File: src/rtl/ber_pkg.sv
package ber_pkg;

    localparam int CMD_W   = 8;
    localparam int NUM_SRC = 6;

    // status bit positions
    localparam int ST_ABORT = 0;
    localparam int ST_WRPAR = 1;
    localparam int ST_RDPAR = 2;
    localparam int ST_ADPAR = 3;
    localparam int ST_PERR  = 4;
    localparam int ST_L2PAR = 5;

    typedef enum logic {
        SIG_IDLE  = 1'b0,
        SIG_DRIVE = 1'b1
    } sig_state_e;

    typedef struct packed {
        logic abort_serr;   // bit 7
        logic wr_par_serr;  // bit 6
        logic rd_par_serr;  // bit 5
        logic ad_par_serr;  // bit 4
        logic perr_drive;   // bit 3
        logic l2_par_en;    // bit 2
        logic l2_serr;      // bit 1
        logic l2_chk;       // bit 0
    } err_cmd_t;

endpackage

File: src/rtl/ber_cmd_reg.sv
module ber_cmd_reg
    import ber_pkg::*;
#(
    parameter bit HAS_EXT_SOURCES = 1'b1
) (
    input  logic             clk,
    input  logic             rst_n,
    input  logic             wr_en,
    input  logic [CMD_W-1:0] wr_data,
    output err_cmd_t         cmd,
    output logic [CMD_W-1:0] rd_data,
    output logic             cfg_err,
    output logic             l2_chk_on,
    output logic             l2_serr_on
);

    localparam logic [CMD_W-1:0] FULL_MASK = {CMD_W{1'b1}};
    localparam logic [CMD_W-1:0] EXT_BITS  = 8'h38;

    logic [CMD_W-1:0] wmask;
    logic [CMD_W-1:0] cmd_q;

    generate
        if (HAS_EXT_SOURCES) begin : g_full
            assign wmask = FULL_MASK;
        end else begin : g_basic
            assign wmask = FULL_MASK & ~EXT_BITS;
        end
    endgenerate

    always_ff @(posedge clk or negedge rst_n) begin
        if (!rst_n) begin
            cmd_q <= '0;
        end else if (wr_en) begin
            cmd_q <= wr_data & wmask;
        end
    end

    always_comb begin
        cmd        = err_cmd_t'(cmd_q);
        rd_data    = cmd_q;
        cfg_err    = (cmd_q[1:0] == 2'b10);
        l2_chk_on  = cmd.l2_par_en && cmd.l2_chk;
        l2_serr_on = cmd.l2_par_en && cmd.l2_chk && cmd.l2_serr;
    end

endmodule

File: src/rtl/ber_qualify.sv
module ber_qualify
    import ber_pkg::*;
(
    input  err_cmd_t             cmd,
    input  logic                 perr_en,
    input  logic                 serr_en,
    input  logic                 l2_chk_on,
    input  logic                 l2_serr_on,
    input  logic                 ev_abort,
    input  logic                 ev_wr,
    input  logic                 ev_rd,
    input  logic                 ev_ad,
    input  logic                 ev_mw,
    input  logic                 ev_pchk,
    output logic                 serr_req,
    output logic                 perr_req,
    output logic [NUM_SRC-1:0]   sts_set
);

    logic both_gates;
    logic l2_hit;

    always_comb begin
        both_gates = perr_en && serr_en;
        l2_hit     = ev_pchk && l2_chk_on;

        sts_set           = '0;
        sts_set[ST_ABORT] = ev_abort && cmd.abort_serr && serr_en;
        sts_set[ST_WRPAR] = ev_wr && cmd.wr_par_serr && both_gates;
        sts_set[ST_RDPAR] = ev_rd && cmd.rd_par_serr && both_gates;
        sts_set[ST_ADPAR] = ev_ad && cmd.ad_par_serr && both_gates;
        sts_set[ST_PERR]  = (ev_rd || ev_mw) && cmd.perr_drive && perr_en;
        sts_set[ST_L2PAR] = l2_hit;

        perr_req = sts_set[ST_PERR];
        serr_req = sts_set[ST_ABORT] || sts_set[ST_WRPAR]
                || sts_set[ST_RDPAR] || sts_set[ST_ADPAR]
                || (l2_hit && l2_serr_on && both_gates);
    end

endmodule

File: src/rtl/ber_pulse_fsm.sv
module ber_pulse_fsm
    import ber_pkg::*;
(
    input  logic clk,
    input  logic rst_n,
    input  logic req,
    output logic sig_n
);

    sig_state_e state_q;
    sig_state_e state_d;

    always_ff @(posedge clk or negedge rst_n) begin
        if (!rst_n) begin
            state_q <= SIG_IDLE;
        end else begin
            state_q <= state_d;
        end
    end

    always_comb begin
        state_d = state_q;
        unique case (state_q)
            SIG_IDLE:  if (req)  state_d = SIG_DRIVE;
            SIG_DRIVE: if (!req) state_d = SIG_IDLE;
            default:   state_d = SIG_IDLE;
        endcase
    end

    always_comb begin
        sig_n = 1'b1;
        unique case (state_q)
            SIG_IDLE:  sig_n = 1'b1;
            SIG_DRIVE: sig_n = 1'b0;
            default:   sig_n = 1'b1;
        endcase
    end

endmodule

File: src/rtl/ber_status.sv
module ber_status
    import ber_pkg::*;
#(
    parameter int N = NUM_SRC
) (
    input  logic         clk,
    input  logic         rst_n,
    input  logic [N-1:0] set,
    input  logic [N-1:0] clr,
    output logic [N-1:0] sts
);

    genvar i;
    generate
        for (i = 0; i < N; i++) begin : g_bit
            always_ff @(posedge clk or negedge rst_n) begin
                if (!rst_n) begin
                    sts[i] <= 1'b0;
                end else if (set[i]) begin
                    sts[i] <= 1'b1;
                end else if (clr[i]) begin
                    sts[i] <= 1'b0;
                end
            end
        end
    endgenerate

endmodule

File: src/rtl/bus_err_reporter.sv
module bus_err_reporter
    import ber_pkg::*;
#(
    parameter bit HAS_EXT_SOURCES = 1'b1
) (
    input  logic               clk,
    input  logic               rst_n,
    input  logic               cfg_wr_en,
    input  logic [CMD_W-1:0]   cfg_wr_data,
    output logic [CMD_W-1:0]   cfg_rd_data,
    output logic               config_error,
    input  logic               pci_perr_resp_en,
    input  logic               pci_serr_en,
    input  logic               ev_tgt_abort,
    input  logic               ev_wr_dperr,
    input  logic               ev_rd_dperr,
    input  logic               ev_addr_perr,
    input  logic               ev_mst_wr_dperr,
    input  logic               ev_pchk,
    input  logic [NUM_SRC-1:0] sts_clr,
    output logic [NUM_SRC-1:0] err_status,
    output logic               serr_n,
    output logic               perr_n,
    output logic               cpu_pen
);

    localparam int NUM_PINS = 2;

    err_cmd_t              cmd;
    logic                  l2_chk_on;
    logic                  l2_serr_on;
    logic                  serr_req;
    logic                  perr_req;
    logic [NUM_SRC-1:0]    sts_set;
    logic [NUM_PINS-1:0]   pin_req;
    logic [NUM_PINS-1:0]   pin_n;

    ber_cmd_reg #(
        .HAS_EXT_SOURCES (HAS_EXT_SOURCES)
    ) u_cmd (
        .clk        (clk),
        .rst_n      (rst_n),
        .wr_en      (cfg_wr_en),
        .wr_data    (cfg_wr_data),
        .cmd        (cmd),
        .rd_data    (cfg_rd_data),
        .cfg_err    (config_error),
        .l2_chk_on  (l2_chk_on),
        .l2_serr_on (l2_serr_on)
    );

    ber_qualify u_qual (
        .cmd        (cmd),
        .perr_en    (pci_perr_resp_en),
        .serr_en    (pci_serr_en),
        .l2_chk_on  (l2_chk_on),
        .l2_serr_on (l2_serr_on),
        .ev_abort   (ev_tgt_abort),
        .ev_wr      (ev_wr_dperr),
        .ev_rd      (ev_rd_dperr),
        .ev_ad      (ev_addr_perr),
        .ev_mw      (ev_mst_wr_dperr),
        .ev_pchk    (ev_pchk),
        .serr_req   (serr_req),
        .perr_req   (perr_req),
        .sts_set    (sts_set)
    );

    ber_status #(
        .N (NUM_SRC)
    ) u_sts (
        .clk   (clk),
        .rst_n (rst_n),
        .set   (sts_set),
        .clr   (sts_clr),
        .sts   (err_status)
    );

    assign pin_req = {perr_req, serr_req};

    genvar p;
    generate
        for (p = 0; p < NUM_PINS; p++) begin : g_pin
            ber_pulse_fsm u_fsm (
                .clk   (clk),
                .rst_n (rst_n),
                .req   (pin_req[p]),
                .sig_n (pin_n[p])
            );
        end
    endgenerate

    assign serr_n  = pin_n[0];
    assign perr_n  = pin_n[1];
    assign cpu_pen = l2_chk_on;

endmodule

File: config.mk
export PLATFORM = sky130hd
export DESIGN_NAME = bus_err_reporter
export DESIGN_NICKNAME = d
export VERILOG_FILES = /design/src/rtl/ber_pkg.sv /design/src/rtl/ber_cmd_reg.sv /design/src/rtl/ber_qualify.sv /design/src/rtl/ber_pulse_fsm.sv /design/src/rtl/ber_status.sv /design/src/rtl/bus_err_reporter.sv
export SDC_FILE = /design/constraint.sdc
export NUM_CORES = 1
export LEC_CHECK = 0
export BUFFER_PORTS_ARGS = -buffer_cell sky130_fd_sc_hd__buf_2
export CAP_MARGIN = 20
export CELL_PAD_IN_SITES_DETAIL_PLACEMENT = 0
export CELL_PAD_IN_SITES_GLOBAL_PLACEMENT = 2
export CORE_ASPECT_RATIO = 0.7
export CORE_MARGIN = 2
export CORE_UTILIZATION = 24
export DETAILED_ROUTE_END_ITERATION = 8
export HOLD_SLACK_MARGIN = 0.03
export PLACE_DENSITY = 0.88
export RECOVER_POWER = 100
export REMOVE_ABC_BUFFERS = 1
export SETUP_SLACK_MARGIN = 0.02
export SYNTH_ARGS = -nofsm -noshare
export SYNTH_HDL_FRONTEND = slang
export SYNTH_SLANG_ARGS = --single-unit
File: constraint.sdc
create_clock -name clk -period 2.01 [get_ports clk]
set_clock_uncertainty 0.05 [all_clocks]
set_input_delay 0.1005 -clock clk [delete_from_list [all_inputs] [get_ports clk]]
set_output_delay 0.1005 -clock clk [all_outputs]
set_load 0.01 [all_outputs]
# == Word-level counts from Yosys, hierarchy flattened ==
# Cells that the tools add are included.
# word_totals
out_inout_bits,18
regBits,16
# classes
mux,16
bitwise,2
eq_ne,1
reduce_logical,27
# op_table
operator,count
1-bit logical AND,16
1-bit two-way mux,14
2-bit nonzero test,6
1-bit logical OR,5
1-bit case mux with 2 select lines,2
"2-bit == test, second input constant",1
1-bit inverter,2

# == Depth between registers and ports, before layout ==
# Gate-level depths: netlist of the first run.
# logic_depth
ltp_word,7
mapped_depth,2
depth_no_buf,2

# == Hierarchy ==
# From an unflattened synthesis of the first run, not the netlist that was laid out.
# unflattened
cells_unflattened,68
hier_area_um2,788.3
# modules_own_cells
mod,seq_area_each_um2,area_per_inst_um2,instances,cells_each
ber_cmd_reg,200.2,410.4,1,28
ber_status,150.1,217.7,1,18
ber_qualify,0.0,102.6,1,18
ber_pulse_fsm,25.0,28.8,2,2

# == Worst setup path before layout of the first run ==
# No wires, ideal clock.
# synth_path
path_type,register to register
startpoint,"reg u_cmd.cmd_q[4], in the netlist u_cmd.cmd[4]"
endpoint,reg g_pin[0].u_fsm.state_q
path_slack_ps,985
path_buffers,0
arrival_ps,834
setup_ps,141
path_stages_with_launch,3
period_less_slack_ps,1025
required_ps,1819
cell_sequence,dfrtp_1 -> a222oi_1 -> a311oi_1
# synth_via
elab_chain_len,5
# synth_lines
item,line,rtl
from (decl),ber_cmd_reg.sv:21,logic [CMD_W-1:0] cmd_q;
from (signal assigned),ber_cmd_reg.sv:35,cmd_q <= wr_data & wmask;
1-bit logical AND (2 in a row),ber_qualify.sv:31,sts_set[ST_ADPAR] = ev_ad && cmd.ad_par_serr && both_gates;
1-bit logical OR,ber_qualify.sv:37,|| sts_set[ST_RDPAR] || sts_set[ST_ADPAR]
1-bit logical OR,ber_qualify.sv:38,|| (l2_hit && l2_serr_on && both_gates);
named net g_pin[0].u_fsm.req,ber_pulse_fsm.sv:6,"input logic req,"
1-bit two-way mux,"ber_pulse_fsm.sv:24, ber_pulse_fsm.sv:25",
to (signal assigned),ber_pulse_fsm.sv:17,state_q <= state_d;
to (decl),ber_pulse_fsm.sv:10,sig_state_e state_q;
# The timed path passes the listed nets, and every way through them passes these cells.
# A chain may end at the register's enable or synchronous reset.

# == Worst setup path in the final report of the first run ==
# layout_path
startpoint,"reg u_cmd.cmd_q[0], in the netlist u_cmd.cmd[0]"
endpoint,out cpu_pen
# layout_via
elab_chain_len,1
# layout_lines
item,line,rtl
1-bit logical AND,ber_cmd_reg.sv:43,l2_chk_on = cmd.l2_par_en && cmd.l2_chk;
to (decl),bus_err_reporter.sv:24,output logic cpu_pen
# No other way between the ends.

==> results of run 1 <==
-- sequential cells by signal, summed over array words and instances (netlist names) --
register	flops
u_sts.sts	6
u_cmd.cmd	8
g_pin.u_fsm.state_q	2
-- per-layer routing --
| metal | track usage | up-vias | part of all wire | wire length [um] |
|---|---|---|---|---|
| met1 | 0.145 | 264 | 0.47 | 743 |
| li1 | - | 292 | - | - |
| met4 | 0.0367 | 0 | 0.0082 | 13 |
| met5 | 0 | - | 0 | 0 |
| met3 | 0.0612 | 2 | 0.097 | 155 |
| met2 | 0.150 | 30 | 0.43 | 681 |
-- Yosys cell counts --
cell and count:
a21o_1 1, dfrtp_1 16, a21oi_1 1, a22o_1 1, buf_6 1, nor2b_1 1, nand2_1 5, nand4_1 1
o211a_1 1, and2_1 1, mux2_2 8, a222oi_1 1, a311oi_1 1, o22ai_1 4, inv_1 9
-- critical path: cells and delay by family (launching register included) --
kind / cells / cell delay [ps]
and+or+nand+nor: 1 / 180
DFF: 1 / 410
buffers and inverters: 1 / 160
-- cell families (layout without fill, tap and decap cells) --
family / count (synthesis) / count (layout) / synth area share
buffers and inverters: 10 / 65 / 0.0695
flip-flops: 16 / 16 / 0.618
AO/OA/AOI/OAI: 10 / 10 / 0.116
multiplexers: 8 / 8 / 0.139
AND/OR/NAND/NOR: 8 / 8 / 0.0579
-- metrics by stage --
stage                     total power [mW]   util  area [um^2]  hold WS (ps)
after floorplan                      0.436      -          637          -245
after global placement               0.511  0.354          890         -20.7
after detailed placement             0.514  0.354          890         -9.47
after CTS                            0.811  0.403         1010          31.5
after global routing                 0.839  0.406         1020          31.4
final                                0.796  0.406         1020          35.9
-- area by class of cell --
class	count	area share
inverter	9	0.0331
sequential	16	0.392
timing repair buffer	52	0.281
tap	34	0.0417
clock buffer	4	0.0539
multi-input combinational	26	0.199
-- power by group --
part           switching [mW]  total (mW)  internal [mW]  leakage, nW
Combinational          0.0663       0.137         0.0710        0.262
Sequential             0.0212       0.373          0.352        0.199
Clock                   0.111       0.285          0.174       0.0288
Total                   0.199       0.796          0.597        0.490
-- how the worst min path moves through the flow --
stage                         from                     end  slack [ps]  cells after the start
finish              cfg_wr_data[5]            u_cmd.cmd[5]          40                      2
global route        cfg_wr_data[3]            u_cmd.cmd[3]          30                      2
CTS                 cfg_wr_data[1]            u_cmd.cmd[1]          30                      2
detailed placement           rst_n            u_cmd.cmd[2]          -9                      1
global placement             rst_n            u_cmd.cmd[0]         -20                      1
floorplan                    rst_n  g_pin[0].u_fsm.state_q        -250                      0
-- cell usage in the layout (no fill, tap or decap) --
cell type and count:
a21o_1 1, a21oi_1 1, a222oi_1 1, a22o_1 1
a311oi_1 1, and2_0 1, buf_2 23, clkbuf_1 19
clkbuf_8 4, dfrtp_1 16, dlygate4sd3_1 10, inv_1 9
mux2_2 8, nand2_1 5, nand4_1 1, nor2b_1 1
o211a_1 1, o22ai_1 4
==> results.py, run 1 <==
metrics = {
    "timing": {
        "rsz0062_at_grt": "false",
        "fin_crit_sh": 0.566,
        "final.setup.tns_ps": 0,
        "fmaxAchievable_mhz": 878,
        "setup_viol": 0,
        "drv_slew": 0,
        "slew_headroom": 0.411,
        "worstMarginPinSlew_ps": 884,
        "fin_crit_ps": 1140,
        "hold_violations": 0,
        "timing.final.ws_setup_ps": 872,
    },
    "worst_setup_path": {
        "crit_path_cell_trace": "and2_0 -> clkbuf_1",
        "slowest_stage": "dfrtp_1",
        "slowest_delay_ps": 410,
        "ff2ff_setup_slack_ps": 930,
        "crit_arrival_ps": 990,
        "start_kind": "register",
        "critical_path_class": "reg2out",
        "path_max_fanout": 5,
        "r2r_end": "g_pin[0].u_fsm.state_q",
        "startpoint": "u_cmd.cmd[0]",
        "crit_path_end_kind": "output port",
        "cp.required_ps": 1860,
        "reg2regPathDepth": 2,
        "r2r-start": "u_cmd.cmd[4]",
        "endpoint": "cpu_pen",
    },
    "yosys": {
        "synth_top_area_cell": "dfrtp_1",
        "syn_avg_cell_area_um2": 12.5,
        "ys_types": 15,
        "yosys_warnings": 0,
        "synth_top_area_frac": 0.618,
        "ys_seq_area_frac": 0.618,
        "ys_seq_elements": 16,
        "synth_cells": 52,
        "synth_area_leaders": "dfrtp_1 (62%), mux2_2 (14%), inv_1 (5.2%), o22ai_1 (3.9%), nand2_1 (2.9%)",
        "syn_area_um2": 648,
    },
    "clock_network": {
        "htreeDepth": 1,
        "postCtsSetupBuffers": 0,
        "cts.path.max_buffers": 2,
        "cts.sinks": 16,
        "cts_hold_buf": 7,
        "numCtsBuffers": 3,
        "cts-root-buf": "clkbuf_8",
        "cts.clk_slew.worst_paths_ps": 60,
        "post_cts_resized": 0,
        "clock_latency_ps": 250,
        "cts_tree": "built",
    },
    "detailed_routing": {
        "drt-initial-drc-count": 19,
        "drtPass1Iterations": 4,
        "routedWlPerCell_um": 11.3,
        "wl_mm": 1.59,
        "routed_via_density": 4.17,
        "vias": 588,
        "ant_nets": 0,
        "remaining_drc_errors": 0,
    },
    "status": {
        "status": "finished, final reports clean",
    },
    "placed_design": {
        "dp_hpwl_mm": 1.24,
        "routabilityCongestion": 0.681,
        "port_buffers": 42,
        "post-place-ws_ps": 926,
        "dp.cells": 127,
    },
    "floorplan": {
        "die_w_um": 66.1,
        "core_area_mm2": 0.00251,
        "die_h_um": 47.5,
        "dieArea_mm2": 0.00314,
        "ios": 43,
        "rows": 15,
        "start_util": 0.258,
    },
    "global_routing": {
        "antenna_found_initial": 0,
        "grt_pass1_vias": 498,
        "track_usage": 0.109,
        "grt_pass1_wl_mm": 2.33,
        "grt_max_degree": 17,
        "overflow": 0,
    },
    "min_path": {
        "min_path_type": "in2reg",
    },
    "pwr": {
        "power.leakage_nw": 0.490,
        "p_per_area_mw_per_mm2": 779,
        "ir_worst_vdd_uv": 467,
    },
    "final_layout": {
        "drive_above_1_share": 0.327,
        "final_nets": 133,
        "instances_no_fill": 141,
        "areaGrowthSynthToFinish_pct": 57.5,
        "multi_input_area_um2": 203,
        "fill_cells": 267,
        "seq_area_um2": 400,
        "antenna_cells": 0,
    },
    "run": {
        "cap_violations": 0,
    },
}
No activity file was read; power rests on OpenSTA's default activity.
==> inputs of run 2 (changes only) <==
--- a/config.mk
+++ b/config.mk
@@ -11,10 +11,10 @@
 export CELL_PAD_IN_SITES_GLOBAL_PLACEMENT = 2
 export CORE_ASPECT_RATIO = 0.7
 export CORE_MARGIN = 2
-export CORE_UTILIZATION = 24
+export CORE_UTILIZATION = 20
 export DETAILED_ROUTE_END_ITERATION = 8
 export HOLD_SLACK_MARGIN = 0.03
-export PLACE_DENSITY = 0.88
+export PLACE_DENSITY = 0.79
 export RECOVER_POWER = 100
 export REMOVE_ABC_BUFFERS = 1
 export SETUP_SLACK_MARGIN = 0.02
==> constraint.sdc (replaced) <==
create_clock -name clk -period 1 [get_ports clk]
set_clock_uncertainty 0.05 [all_clocks]
set_input_delay 0.05 -clock clk [delete_from_list [all_inputs] [get_ports clk]]
set_output_delay 0.05 -clock clk [all_outputs]
set_load 0.01 [all_outputs]
==> run 2 against run 1 <==
The run now ends with negative setup slack left. Worst setup slack worse by 920 ps. Utilization down 3.4 points. Power up 110%. Routed wire length up 24%. Sequential power up 100%. Cell count up 11%. Clock power up 98%. Register-to-register slack worse by 960 ps. Critical path depth unchanged. First-iteration DRC count down 42%. Flip-flop and latch count unchanged. Critical endpoint unchanged. Highest routed layer unchanged.
==> results.py, run 2 (synthesis gave the netlist of run 1 again) <==
metrics = {
    "detailed_routing": {
        "drt-initial-drc-count": 11,
        "met3_length_um": 132,
        "ant_nets": 0,
        "routedWlPerCell_um": 12.7,
        "wl_met2_mm": 1.02,
        "vias": 621,
        "remaining_drc_errors": 0,
        "wl_mm": 1.98,
        "wl_met1_um": 819,
        "drtPass1Iterations": 4,
        "top_layer_used": "met4",
        "routed_via_density": 3.98,
    },
    "timing": {
        "setup_viol": 6,
        "holdWs_ps": 35.4,
        "fmaxAchievable_mhz": 957,
        "timing.final.ws_setup_ps": -44.8,
        "slew_headroom": 0.723,
        "fin_crit_ps": 1040,
        "final.setup.tns_ps": -123,
        "worstMarginPinSlew_ps": 415,
        "rsz0062_at_grt": "true",
        "fin_crit_sh": 1.04,
        "drv_slew": 0,
        "hold_violations": 0,
    },
    "clock_network": {
        "htreeDepth": 1,
        "cts.path.max_buffers": 2,
        "clock_latency_ps": 250,
        "cts-root-buf": "clkbuf_8",
        "numCtsBuffers": 3,
        "cts.clk_slew.worst_paths_ps": 60,
        "cts_tree": "built",
        "cts.sinks": 16,
    },
    "floorplan": {
        "start_util": 0.207,
        "die_h_um": 51.6,
        "ios": 43,
        "dieArea_mm2": 0.00372,
        "die_w_um": 72.0,
        "rows": 17,
        "core_area_mm2": 0.00313,
    },
    "status": {
        "status": "finished with violations",
        "violations": "negative setup slack",
    },
    "final_layout": {
        "drive_above_1_share": 0.390,
        "instances_no_fill": 156,
        "final_cell_area_mm2": 0.00116,
        "final_cell_mix": "buf_2 (23), dfrtp_1 (16), dlygate4sd3_1 (16)",
        "final_common_cell": "buf_2",
        "largest_reg_flops": 8,
        "fill_cells": 321,
        "final_nets": 144,
        "areaGrowthSynthToFinish_pct": 79.5,
        "antenna_cells": 0,
        "final_util": 0.372,
    },
    "placed_design": {
        "port_buffers": 42,
        "placed_area_um2": 917,
        "dp.cells": 134,
        "post-place-ws_ps": -13.8,
        "routabilityCongestion": 0.736,
    },
    "global_routing": {
        "grt_pass1_wl_mm": 3.01,
        "track_usage": 0.111,
        "grt_pass1_vias": 683,
        "overflow": 0,
        "grt_max_degree": 17,
        "antenna_found_initial": 0,
    },
    "worst_setup_path": {
        "ff2ff_setup_slack_ps": -30,
        "cp.required_ps": 900,
        "r2r_end": "g_pin[0].u_fsm.state_q",
        "crit_arrival_ps": 940,
        "r2r-start": "u_cmd.cmd[4]",
        "reg2regPathDepth": 2,
        "critical_path_class": "reg2out",
        "path_max_fanout": 4,
        "start_kind": "register",
        "crit_path_end_kind": "output port",
    },
    "pwr": {
        "finalPower_mw": 1.68,
        "ir_worst_vdd_uv": 526,
        "power.leakage_nw": 0.564,
        "p_per_area_mw_per_mm2": 1450,
    },
    "run": {
        "cap_violations": 0,
    },
    "min_path": {
        "min_path_type": "in2reg",
        "min_to": "u_sts.sts[3]",
        "hold_depth": 3,
        "min-delay-start": "ev_addr_perr",
    },
}
==> run 2: what timing repair did <==
action / in CTS / in global routing
buffers inserted: 2 / 0
hold buffers: 16 / 0
gates resized for setup: 6 / 5
endpoints found under the setup margin: 6 / 9
hold endpoints to repair: 31 / 0
pin swaps: 1 / 1
==> run 2: critical path, stage by stage (launching register included) <==
cell and delay (ps):
dfrtp_1 410, and2_4 180, buf_6 110
==> run 2: worst max-delay path by stage <==
| stage | from | to | slack (ps) | depth (start not counted) |
|---|---|---|---|---|
| final | u_cmd.cmd[0] | cpu_pen | -40 | 2 |
| after global routing | u_cmd.cmd[4] | g_pin[0].u_fsm.state_q | -140 | 2 |
| after CTS | u_cmd.cmd[2] | cpu_pen | -50 | 2 |
| after detailed placement | u_cmd.cmd[4] | g_pin[0].u_fsm.state_q | -10 | 2 |
| after global placement | u_cmd.cmd[4] | g_pin[0].u_fsm.state_q | 10 | 2 |
| after floorplan | u_cmd.cmd[4] | g_pin[0].u_fsm.state_q | -30 | 2 |
==> run 2: layout make-up <==
type                       instances  area (um^2)  share of cell area
timing repair buffer              63          419               0.360
sequential                        16          400               0.344
multi-input combinational         26          208               0.178
clock buffer                       4         55.1              0.0473
tap                               38         47.5              0.0409
inverter                           9         33.8              0.0290
==> run 2: per-layer routing <==
| metal | global-route usage | vias up |
|---|---|---|
| li1 | - | 310 |
| met1 | 0.119 | 282 |
| met2 | 0.202 | 27 |
| met3 | 0.0484 | 2 |
| met4 | 0.0283 | 0 |
| met5 | 0 | - |
==> run 2: power by group <==
group	switching, mW	total [mW]	internal, mW
registers	0.0389	0.747	0.708
clock network	0.216	0.564	0.349
logic	0.160	0.372	0.212
total	0.414	1.68	1.27
